<file path="config.mk">
export PLATFORM = sky130hd
export DESIGN_NAME = ddr2_refresh_sched
export DESIGN_NICKNAME = d
export VERILOG_FILES = /design/src/rtl/ddr2_ref_pkg.sv /design/src/rtl/ref_interval_timer.sv /design/src/rtl/ref_debt_ctr.sv /design/src/rtl/ref_seq_fsm.sv /design/src/rtl/ddr2_refresh_sched.sv
export SDC_FILE = /design/constraint.sdc
export NUM_CORES = 1
export LEC_CHECK = 0
export BUFFER_PORTS_ARGS = -buffer_cell sky130_fd_sc_hd__buf_4
export CORE_MARGIN = 4
export CORE_UTILIZATION = 45
export CTS_CLUSTER_SIZE = 10
export DETAILED_ROUTE_END_ITERATION = 8
export PLACE_DENSITY = 0.69
export SLEW_MARGIN = 20
export SYNTH_ARGS = -nofsm -noshare
export SYNTH_HDL_FRONTEND = slang
export SYNTH_SLANG_ARGS = --single-unit
</file>
<file path="constraint.sdc">
create_clock -name clk -period 3.54 [get_ports clk]
set_input_delay 0.354 -clock clk [delete_from_list [all_inputs] [get_ports clk]]
set_output_delay 0.354 -clock clk [all_outputs]
set_load 0.05 [all_outputs]
</file>
<file path="src/rtl/ddr2_ref_pkg.sv">
package ddr2_ref_pkg;

  typedef enum logic [3:0] {
    CMD_NOP = 4'b0111,
    CMD_PRE = 4'b0010,
    CMD_REF = 4'b0001
  } ref_cmd_e;

  typedef enum logic [2:0] {
    ST_IDLE,
    ST_PRE,
    ST_RP,
    ST_REF,
    ST_RFC
  } seq_state_e;

endpackage

</file>
<file path="src/rtl/ref_interval_timer.sv">
module ref_interval_timer #(
  parameter int REF_INTERVAL = 3120
) (
  input  logic clk,
  input  logic rst_n,
  input  logic hot_i,
  output logic tick_o
);
  localparam int CW = $clog2(REF_INTERVAL + 1);
  localparam logic [CW-1:0] LIM_COOL = CW'(REF_INTERVAL - 1);
  localparam logic [CW-1:0] LIM_HOT  = CW'(REF_INTERVAL / 2 - 1);

  logic [CW-1:0] cnt_q;
  logic [CW-1:0] last_w;

  assign last_w = hot_i ? LIM_HOT : LIM_COOL;
  // the comparison is >= so that a switch into hot mode late in a period
  // ends the period at once rather than letting the count wrap
  assign tick_o = (cnt_q >= last_w);

  always_ff @(posedge clk) begin
    if (!rst_n)      cnt_q <= '0;
    else if (tick_o) cnt_q <= '0;
    else             cnt_q <= cnt_q + 1'b1;
  end
endmodule

</file>
<file path="src/rtl/ref_debt_ctr.sv">
module ref_debt_ctr #(
  parameter int DEBT_MAX = 8
) (
  input  logic clk,
  input  logic rst_n,
  input  logic tick_i,
  input  logic issue_i,
  output logic owed_o,
  output logic full_o
);
  localparam int DW = $clog2(DEBT_MAX + 1);
  localparam logic [DW-1:0] TOP = DW'(DEBT_MAX);

  logic [DW-1:0] debt_q;

  always_ff @(posedge clk) begin
    if (!rst_n) begin
      debt_q <= '0;
    end else begin
      unique case ({tick_i, issue_i})
        2'b10:   if (debt_q != TOP) debt_q <= debt_q + 1'b1;
        2'b01:   if (debt_q != '0)  debt_q <= debt_q - 1'b1;
        default: debt_q <= debt_q;
      endcase
    end
  end

  assign owed_o = (debt_q != '0);
  assign full_o = (debt_q == TOP);
endmodule

</file>
<file path="src/rtl/ref_seq_fsm.sv">
module ref_seq_fsm
  import ddr2_ref_pkg::*;
#(
  parameter int T_RP      = 6,
  parameter int T_RFC     = 42,
  parameter int NUM_BANKS = 8
) (
  input  logic                 clk,
  input  logic                 rst_n,
  input  logic                 owed_i,
  input  logic                 full_i,
  input  logic                 gnt_i,
  input  logic [NUM_BANKS-1:0] bank_open_i,
  output logic                 issue_o,
  output logic                 req_o,
  output logic                 urgent_o,
  output logic                 busy_o,
  output logic [3:0]           cmd_o,
  output logic                 a10_o
);
  localparam int WMAX = (T_RP > T_RFC) ? T_RP : T_RFC;
  localparam int WW   = $clog2(WMAX + 1);
  localparam logic [WW-1:0] RP_LOAD  = WW'(T_RP - 1);
  localparam logic [WW-1:0] RFC_LOAD = WW'(T_RFC - 1);

  seq_state_e    st_q, st_d;
  logic [WW-1:0] wcnt_q, wcnt_d;
  logic          take_w;

  assign req_o    = (st_q == ST_IDLE) && owed_i;
  assign urgent_o = req_o && full_i;
  assign take_w   = req_o && (gnt_i || full_i);

  always_comb begin
    st_d   = st_q;
    wcnt_d = wcnt_q;
    unique case (st_q)
      ST_IDLE: if (take_w) st_d = (|bank_open_i) ? ST_PRE : ST_REF;
      ST_PRE: begin
        wcnt_d = RP_LOAD;
        st_d   = ST_RP;
      end
      ST_RP: begin
        if (wcnt_q == WW'(1)) st_d = ST_REF;
        else                  wcnt_d = wcnt_q - 1'b1;
      end
      ST_REF: begin
        wcnt_d = RFC_LOAD;
        st_d   = ST_RFC;
      end
      ST_RFC: begin
        if (wcnt_q == WW'(1)) st_d = owed_i ? ST_REF : ST_IDLE;
        else                  wcnt_d = wcnt_q - 1'b1;
      end
      default: st_d = ST_IDLE;
    endcase
  end

  always_ff @(posedge clk) begin
    if (!rst_n) begin
      st_q   <= ST_IDLE;
      wcnt_q <= '0;
    end else begin
      st_q   <= st_d;
      wcnt_q <= wcnt_d;
    end
  end

  always_comb begin
    unique case (st_q)
      ST_PRE:  cmd_o = CMD_PRE;
      ST_REF:  cmd_o = CMD_REF;
      default: cmd_o = CMD_NOP;
    endcase
  end

  assign issue_o = (st_q == ST_REF);
  assign busy_o  = (st_q != ST_IDLE);
  assign a10_o   = (st_q == ST_PRE);
endmodule

</file>
<file path="src/rtl/ddr2_refresh_sched.sv">
module ddr2_refresh_sched #(
  parameter int REF_INTERVAL = 3120,
  parameter int T_RP         = 6,
  parameter int T_RFC        = 42,
  parameter int DEBT_MAX     = 8,
  parameter int NUM_BANKS    = 8
) (
  input  logic                 clk,
  input  logic                 rst_n,
  input  logic                 hot_i,
  input  logic [NUM_BANKS-1:0] bank_open_i,
  input  logic                 gnt_i,
  output logic                 req_o,
  output logic                 urgent_o,
  output logic                 busy_o,
  output logic [3:0]           cmd_o,
  output logic                 a10_o
);
  logic tick_w, issue_w, owed_w, full_w;

  ref_interval_timer #(.REF_INTERVAL(REF_INTERVAL)) u_timer (
    .clk(clk), .rst_n(rst_n), .hot_i(hot_i), .tick_o(tick_w)
  );

  ref_debt_ctr #(.DEBT_MAX(DEBT_MAX)) u_debt (
    .clk(clk), .rst_n(rst_n), .tick_i(tick_w), .issue_i(issue_w),
    .owed_o(owed_w), .full_o(full_w)
  );

  ref_seq_fsm #(.T_RP(T_RP), .T_RFC(T_RFC), .NUM_BANKS(NUM_BANKS)) u_fsm (
    .clk(clk), .rst_n(rst_n), .owed_i(owed_w), .full_i(full_w),
    .gnt_i(gnt_i), .bank_open_i(bank_open_i), .issue_o(issue_w),
    .req_o(req_o), .urgent_o(urgent_o), .busy_o(busy_o),
    .cmd_o(cmd_o), .a10_o(a10_o)
  );
endmodule

</file>
Yosys cells after proc, flatten, opt, wreduce, memory -nomap -nowiden --
Index checks and enable logic that the tools add are counted. Widths: inputs -> output; s select.
Cells by class: $add $sub $neg 4, mux-type cells 13, reduce and logical (&&, ||, !) cells 15, $lt $le $gt $ge 1, bitwise gates (word level) 1, eq/ne operators 15
Operators by type and width (count):
- $pmux 6 s3 | 1
- $pmux 3 s5 | 1
- $add 12x1->12 const B | 1
- $ge 12x12->1 | 1
- $mux 12 | 1
- $ne 2x1->1 const B | 5
- $mux 3 | 3
- $mux 4 | 2
- $pmux 4 s2 | 1
- $reduce_or 8->1 | 1
- $eq 3x2->1 const B | 2
- $eq 6x1->1 const B | 1
- $mux 6 | 1
- $pmux 3 s2 | 1
- $reduce_and 3->1 | 2
- $reduce_bool 3->1 | 2
- $sub 6x1->6 const B | 1
- $add 4x1->4 const B | 1
- $eq 4x4->1 const B | 1
- $mux 2 | 2
- $ne 4x4->1 const B | 1
- $reduce_bool 4->1 | 1
- $reduce_or 2->1 | 2
- $sub 4x1->4 const B | 1
- other kinds (11) | 13
Storage, ports and cells: input port bits 12, word-level logic and storage cells 53, bits in registers 25, output and inout bits 8

Logic depth before layout (Yosys ltp) --
Gate-level depths: netlist of run 1.
word-level depth 5, gate-level depth with buffers 12, gate-level depth less buffers 11

Modules after synthesis --
A second synthesis of run 1 with hierarchy kept.
Second synthesis, totals: cell total of the unflattened synthesis 195, area, all modules 1642.8 um^2
Modules (own cells, without submodules):
- ref_seq_fsm | area each 675.6 um^2, sequential area each 180.2 um^2, instances 1, cells an instance 91
- ref_interval_timer | area each 664.4 um^2, sequential area each 240.2 um^2, instances 1, cells an instance 71
- ref_debt_ctr | area each 302.8 um^2, sequential area each 80.1 um^2, instances 1, cells an instance 33

Worst setup path before layout of run 1 --
Ideal clock, no wire load.
kind input to register, start point input port hot_i, end point register u_debt.debt_q[3], arrival time 2.456 ns, stages 10, path buffers 0, setup slack 0.956 ns, data required time 3.412 ns, setup time 0.128 ns, cells stage by stage ha_1 or4_1 a21oi_1 and2_1 ha_1 ha_1 a21o_1 a21oi_1 mux2i_1 nand4b_1
Between the ends: longest elaborated chain between the ends 5, elaborated cells between the ends (all ways) 9, classes of those cells 1 x order compare; 4 x eq/ne; 2 x mux; 2 x reduce/logical
Ends and longest elaborated chain:
- start, declared | line ddr2_refresh_sched.sv:10 | input logic hot_i,
- $mux 12 (*) | line ref_interval_timer.sv:16 | assign last_w = hot_i ? LIM_HOT : LIM_COOL;
- $ge 12x12->1 (*) | line ref_interval_timer.sv:19 | assign tick_o = (cnt_q >= last_w);
- $eq 2x1->1 or $eq 2x2->1 (tied branches) | line ref_debt_ctr.sv:20 | unique case ({tick_i, issue_i})
- $ne 2x1->1 (no line) or $reduce_bool 2->1 (tied branches)
- $reduce_and 3->1 (no line)
- end signal, assigned | line ref_debt_ctr.sv:21 | 2'b10: if (debt_q != TOP) debt_q <= debt_q + 1'b1;
- end signal, assigned | line ref_debt_ctr.sv:22 | 2'b01: if (debt_q != '0) debt_q <= debt_q - 1'b1;
- end signal, assigned | line ref_debt_ctr.sv:23 | default: debt_q <= debt_q;
- end, declared | line ref_debt_ctr.sv:14 | logic [DW-1:0] debt_q;
Mark *: on every way between the ends. The rest lies on a longest branch, timed or not. A chain may end at the register's enable or synchronous reset.

Final worst setup path of run 1 --
start point register u_timer.cnt_q[5], end point register u_debt.debt_q[3]
Between the ends: longest elaborated chain between the ends 4, elaborated cells between the ends (all ways) 8, classes of those cells 1 x order compare; 4 x eq/ne; 1 x mux; 2 x reduce/logical
Ends and longest elaborated chain:
- start, declared | line ref_interval_timer.sv:13 | logic [CW-1:0] cnt_q;
- start signal, assigned | line ref_interval_timer.sv:24 | else cnt_q <= cnt_q + 1'b1;
- $ge 12x12->1 (*) | line ref_interval_timer.sv:19
- $eq 2x1->1 or $eq 2x2->1 (tied branches) | line ref_debt_ctr.sv:20
- $ne 2x1->1 (no line) or $reduce_bool 2->1 (tied branches)
- $reduce_and 3->1 (no line)
Marks and branches as above.

==> results.md, run 1 <==
* Net count after synthesis at between 200 and 250
* Asr flop ratio synth at 0
* Vias per inst at between 5 and 6
* Max VDD drop at 0.000215 V
* TritonCTS buffer count at 3
* Ant diodes at 0
* Tmin final at around 2.7 ns
* DRC errors left at 0
* Setup Skew at approximately 0.016 ns
* Most common cell after layout, fill and taps aside: dfxtp_1
* GPL Wtd Cong at ~0.84
* PD cells at around 250 mW/mm²
* FF-to-FF Start: u_timer.cnt_q[5]$_SDFF_PP0_
* Grt ovf at 0
* Antenna violations before repair at 0
* DR iter-0 viols at 91
* Global Route Usage Sum at 0.156
* Post-synth top area share at 0.313
* # clock sinks at 25
* Worst Tran Pin Value at between 0.6 and 0.7 ns
* Synth cell types at 50
* Synth-to-Final Area Change at 11.4%
* Hold_buf cts at 0
* Pleak at 0.712 nW
* Critical Path Source: u_timer.cnt_q[5]$_SDFF_PP0_
* Seq/Total Area, Yosys at 0.313
* First drt pass iteration count at 4
* RSZ-0062 raised after global routing: no
* Worst skew pair latency at between 0.3 and 0.4 ns
* Cell taking the most area after synthesis: dfxtp_1
* IO Pins at 20
* Primary FF master, synth: dfxtp_1
* CTS max path bufs at 2
* Die area at between 0.004 and 0.005 mm²
* Placeable core area at 0.00339 mm²
* TritonCTS clock tree: done
* Pre-CTS WS at between 0.6 and 0.7 ns
* Vias in the first global route at 1244
* Hold crit path type: input pin to flip-flop
* Final TNS setup at 0 ns
* CTS clk-pin slew, worst paths at ~0.14 ns
* Critical path arrival at around 3.0 ns
* Detailed placement HPWL at ~2400 µm
* Outcome: finished clean
* Final WS setup at between 0.7 and 0.8 ns
* Syn avg cell area at 8.19 µm²
* Mapped Cells at about 200
* First-pass GRT wire length at between 5000 and 6000 µm
* Wire length per cell at ~12 µm
* Mapped Area at 0.00160 mm²
* Root buffer cell: clkbuf_4
* Largest net degree at the start of global routing at 15
* Period utilization at 0.776
* FILL cells at roughly 320
* Num rows at 21
* Ranking of synthesized cells by area: dfxtp_1, ha_1, xnor2_1
* Post_cts resized at 0
* Total Wirelength at ~3200 µm
* Vias at about 1400
* Post-synth EDFFs at 0
* #FFs+latches synth at 25
* Critical Path Source Type: flip-flop
* Die width at between 60 and 70 µm
* Final Setup Violations at 0
* Post-DRT Antenna Nets at 0
* Starting Density at 0.471
* Finished Cell Area at 0.00178 mm²
* Max Fanout on Critical Path at 6
* Port bufs at 18
* Area after DPL at around 0.0018 mm²
* Layout cell share with drive strength beyond 1 at 0.129
* MaxCap Viol Count at 0
* Post-CTS Setup Repair Bufs at 0
* CP Class: flip-flop to flip-flop
* Most frequent cells in the layout: dfxtp_1, nor2_1, buf_4, inv_1, nand2_1
* Critical Path RT at roughly 3.8 ns
* Hold Crit Start: rst_n
* CP Capture Type: flip-flop
* CTS H-tree depth at 1
* Synth warn at 0
* Slew Viols, Final at 0
* Total Nets Final at 235
* Hold Fails Final Rpt at 0
* Relative slew slack at 0.553
* FMAX at 364 MHz
* Die Span Y at 67.6 µm
-- cell families (layout without fill, tap and decap cells) --
family | Yosys count | after routing | share of synthesized area
compound gates | 33 | 33 | 0.150
xor+xnor | 15 | 15 | 0.0822
fa+ha+maj | 13 | 13 | 0.106
buf+inv | 24 | 38 | 0.0603
flops | 25 | 25 | 0.313
mux | 3 | 3 | 0.0196
other cells | 1 | 1 | 0.00235
simple gates | 81 | 81 | 0.265
-- power breakdown --
part / internal (W) / total (W) / switching [W]
clock: 0.0000440 / 0.000127 / 0.0000829
combinational: 0.0000128 / 0.0000277 / 0.0000148
sequential: 0.000284 / 0.000287 / 0.00000268
-- flip-flops by register name (all words and copies together), names as in the netlist --
signal         count
u_fsm.wcnt_q       6
u_debt.debt_q      4
u_fsm.st_q         3
u_timer.cnt_q     12
-- metal layers --
layer / global-route usage / wire length, µm
met1: 0.220 / 1560
met2: 0.241 / 1410
met3: 0.0366 / 159
met4: 0.0329 / 21
met5: 0 / 0
-- area by class of cell --
class | count | area [µm²] | share of cell area
clock buffer | 4 | 26.3 | 0.0148
inverter | 16 | 60.1 | 0.0337
multi-input combinational | 146 | 1000 | 0.562
sequential | 25 | 500 | 0.281
tap | 46 | 57.6 | 0.0323
timing repair buffer | 18 | 135 | 0.0759
-- worst max-delay path: stages (launching register included) --
cell	delay, ns
dfxtp_1	0.37
ha_1	0.18
or4_1	0.52
a21oi_1	0.18
and2_1	0.19
ha_1	0.27
ha_1	0.27
a21o_1	0.17
a21oi_1	0.24
mux2i_1	0.11
nand4b_1	0.17
-- per-stage QoR --
stage	util	hold slack [ns]	total power (W)	instances
floorplan	-	0.418	0.000308	195
global placement	0.518	0.432	0.000321	251
detailed placement	0.518	0.437	0.000321	251
CTS	0.525	0.348	0.000450	255
global route	0.525	0.349	0.000466	255
finish	0.525	0.362	0.000442	255
-- path summary, 6_finish.rpt --
kind                                   end  slack [ns]  cells after the start
max          u_debt.debt_q[3]$_SDFFE_PN0P_        0.79                     10
min           u_fsm.wcnt_q[5]$_SDFFE_PN0P_        0.36                      2
max reg2reg  u_debt.debt_q[3]$_SDFFE_PN0P_        0.79                     10
min reg2reg    u_timer.cnt_q[0]$_SDFF_PP0_        0.46                      1
-- cell usage after synthesis, types with 2 or more instances --
| cell type | n |
|---|---|
| a31oi_1 | 3 |
| a211oi_1 | 5 |
| nand2_1 | 14 |
| nor4_1 | 2 |
| and3_1 | 3 |
| clkbuf_1 | 5 |
| nor2b_1 | 2 |
| inv_1 | 15 |
| ha_1 | 12 |
| o21ai_0 | 3 |
| a21o_1 | 2 |
| o2111ai_1 | 2 |
| or4_4 | 2 |
| xor2_1 | 3 |
| dfxtp_1 | 25 |
| nand3_1 | 8 |
| or3_1 | 2 |
| mux2i_1 | 2 |
| buf_2 | 2 |
| xnor2_1 | 12 |
| a21oi_1 | 4 |
| and4_1 | 2 |
| nor2_1 | 24 |
| nand4b_1 | 2 |
| nand4_1 | 3 |
| nand3b_1 | 3 |
| o22ai_1 | 2 |
| nor3_1 | 9 |
(Power assumes the default switching activity.)
==> inputs of run 2 (changes only) <==
==> constraint.sdc (replaced) <==
create_clock -name clk -period 2.85 [get_ports clk]
set_input_delay 0.285 -clock clk [delete_from_list [all_inputs] [get_ports clk]]
set_output_delay 0.285 -clock clk [all_outputs]
set_load 0.05 [all_outputs]
==> run 2 against run 1 <==
  * Clock skew shrank 0.011 ns
  * Count of clock-buffer cells in the layout shrank 1
  * Highest routed layer unchanged
  * Critical path type unchanged
  * Routed wire length increased by 1.7%
  * Sequential power grew 24%
  * Cell count increased by 0.39%
  * Sequential share of layout area down 0.14 points
==> results.md, run 2 (synthesized netlist as in run 1, its figures left out) <==
* Outcome: finished clean (unchanged)
* First drt pass iteration count at 4 (unchanged)
* # placed instances at 252 (was 251)
* Top Registers: u_timer.cnt_q: 12 flops, u_fsm.wcnt_q: 6 flops, u_debt.debt_q: 4 flops (unchanged)
* Crit path top cell by count: ha_1 (unchanged)
* PD cells at 310 mW/mm² (was 248 mW/mm²)
* Tmin final at 2.65 ns (was 2.75 ns)
* FILL cells at 327 (was 324)
* Hold EP: u_fsm.wcnt_q[5]$_SDFFE_PN0P_ (unchanged)
* Pre-CTS WS at 0.132 ns (was 0.612 ns)
* Post-DRT Antenna Nets at 0 (unchanged)
* CP max-delay cell: or4_1 (unchanged)
* Layout cell share with drive strength beyond 1 at 0.138 (was 0.129)
* CTS max path bufs at 2 (unchanged)
* IO Pins at 20 (unchanged)
* Wire length per cell at 12.5 µm (was 12.4 µm)
* FMAX at 377 MHz (was 364 MHz)
* Ant diodes at 0 (unchanged)
* Hold Crit Start: rst_n (unchanged)
* Setup Skew at 0.00563 ns (was 0.0161 ns)
* R2R Setup Slk at 0.20 ns (was 0.79 ns)
* DRC errors left at 0 (unchanged)
* Vias per inst at 5.52 (was 5.43)
* Total Nets Final at 236 (was 235)
* Num rows at 21 (unchanged)
* Worst Tran Pin Value at 0.661 ns (was 0.667 ns)
* Hold Fails Final Rpt at 0 (unchanged)
* Largest net degree at the start of global routing at 15 (unchanged)
* Detailed placement HPWL at 2450 µm (was 2390 µm)
* Placeable core area at 0.00339 mm² (unchanged)
* Final std cells w/o fill at 256 (was 255)
* Critical Path Source Type: flip-flop (unchanged)
* Hold crit path type: input pin to flip-flop (unchanged)
* CP Class: flip-flop to flip-flop (unchanged)
* Global Route Usage Sum at 0.162 (was 0.156)
* Max VDD drop at 0.000292 V (was 0.000215 V)
* Starting Density at 0.471 (unchanged)
* Reg2reg path depth at 10 (unchanged)
* DR iter-0 viols at 64 (was 91)
* Most common cell after layout, fill and taps aside: dfxtp_1 (unchanged)
* Post-CTS Setup Repair Bufs at 0 (unchanged)
* Vias at 1412 (was 1384)
* Pleak at 0.720 nW (was 0.712 nW)
* # clock sinks at 25 (unchanged)
* Root buffer cell: clkbuf_4 (unchanged)
* RR Endpoint: u_debt.debt_q[3]$_SDFFE_PN0P_ (unchanged)
* Final Setup Violations at 0 (unchanged)
* Hold_buf cts at 0 (unchanged)
* Port bufs at 18 (unchanged)
* Final WS setup at 0.196 ns (was 0.791 ns)
* MaxCap Viol Count at 0 (unchanged)
* Antenna violations before repair at 0 (unchanged)
* Number of flip-flops under the largest register name at 12 (unchanged)
* Max Fanout on Critical Path at 4 (was 6)
* Final TNS setup at 0 ns (unchanged)
* Critical Path RT at 3.07 ns (was 3.76 ns)
* CP max stage delay at 0.52 ns (about the same)
* Worst skew pair latency at 0.32 ns (about the same)
* First-pass GRT wire length at 5790 µm (was 5600 µm)
* Vias in the first global route at 1298 (was 1244)
* Critical path arrival at 2.87 ns (was 2.97 ns)
* Die area at 0.00457 mm² (unchanged)
* RSZ-0062 raised after global routing: no (unchanged)
* GPL Wtd Cong at 0.824 (was 0.837)
* Total Wirelength at 3210 µm (was 3150 µm)
* Most frequent cells in the layout: dfxtp_1, nor2_1, buf_4, inv_1, nand2_1 (unchanged)
* Grt ovf at 0 (unchanged)
* CP Capture Type: flip-flop (unchanged)
* CTS H-tree depth at 1 (unchanged)
* Hold depth at 2 (unchanged)
* Die Span Y at 67.6 µm (unchanged)
* Period utilization at 0.931 (was 0.776)
* FF-to-FF Start: u_timer.cnt_q[5]$_SDFF_PP0_ (unchanged)
* Top reg by flops: u_timer.cnt_q (unchanged)
* WHS at 0.268 ns (was 0.362 ns)
* Die width at 67.6 µm (unchanged)
* Post_cts resized at 0 (unchanged)
* Slew Viols, Final at 0 (unchanged)
* Relative slew slack at 0.557 (was 0.553)
* TritonCTS buffer count at 3 (unchanged)
* TritonCTS clock tree: done (unchanged)
* CTS clk-pin slew, worst paths at 0.14 ns (about the same)
* Synth-to-Final Area Change at 12.0% (was 11.4%)
* Cell Chain, Critical Path: ha_1 -> or4_1 -> a21oi_1 -> and2_1 -> ha_1 -> ha_1 -> a21o_1 -> a21oi_1 -> mux2i_1 -> nand4b_1 (unchanged)
[run 2: cell types whose count changed in the layout (fill, tap and decap cells not counted)]
cell and delta:
buf_4 +1, clkinv_2 +1, clkbuf_1 -1
[run 2: worst max path at each step]
| stage | startpoint | to | slack (ns) | depth (start not counted) |
|---|---|---|---|---|
| global route | u_timer.cnt_q[5]$_SDFF_PP0_ | u_debt.debt_q[3]$_SDFFE_PN0P_ | 0.03 | 10 |
| global placement | hot_i | u_debt.debt_q[3]$_SDFFE_PN0P_ | 0.18 | 11 |
| detailed placement | hot_i | u_debt.debt_q[3]$_SDFFE_PN0P_ | 0.13 | 11 |
| finish | u_timer.cnt_q[5]$_SDFF_PP0_ | u_debt.debt_q[3]$_SDFFE_PN0P_ | 0.20 | 10 |
| floorplan | u_timer.cnt_q[5]$_SDFF_PP0_ | u_debt.debt_q[3]$_SDFFE_PN0P_ | 0.30 | 10 |
| CTS | u_timer.cnt_q[5]$_SDFF_PP0_ | u_debt.debt_q[3]$_SDFFE_PN0P_ | 0.17 | 10 |
[run 2: layer usage]
layer | routed length (µm) | vias up | part of all wire | track usage
met2 | 1420 | 18 | 0.44 | 0.245
met4 | 36 | 0 | 0.011 | 0.0456
met1 | 1650 | 661 | 0.51 | 0.227
li1 | - | 729 | - | -
met5 | 0 | - | 0 | 0
met3 | 108 | 4 | 0.034 | 0.0399
[run 2: through the flow]
step	total power, W	area [µm²]	util
2_1_floorplan	0.000382	1600	-
3_3_place_gp	0.000399	1760	0.520
3_5_place_dp	0.000399	1760	0.520
4_1_cts	0.000563	1790	0.528
5_1_grt	0.000582	1790	0.528
6_report	0.000555	1790	0.528
[run 2: layout make-up]
cell class	instances	area, µm²	share of cell area
inverter	16	60.1	0.0336
tap	46	57.6	0.0322
timing repair buffer	19	143	0.0797
sequential	25	500	0.280
clock inverter	1	5.00	0.00280
clock buffer	3	22.5	0.0126
multi-input combinational	146	1000	0.559
[run 2: critical path: cells and delay by family (launching register included)]
family	cells	cell delay, ns
and+or+nand+nor	3	0.88
muxes	1	0.11
adders and majority gates	3	0.58
DFF	1	0.37
AOI/OAI and AO/OA	3	0.61
[run 2: where the power goes]
group          switching [W]  internal (W)
logic              0.0000186     0.0000157
registers         0.00000332      0.000353
clock network       0.000111     0.0000527
total               0.000133      0.000422
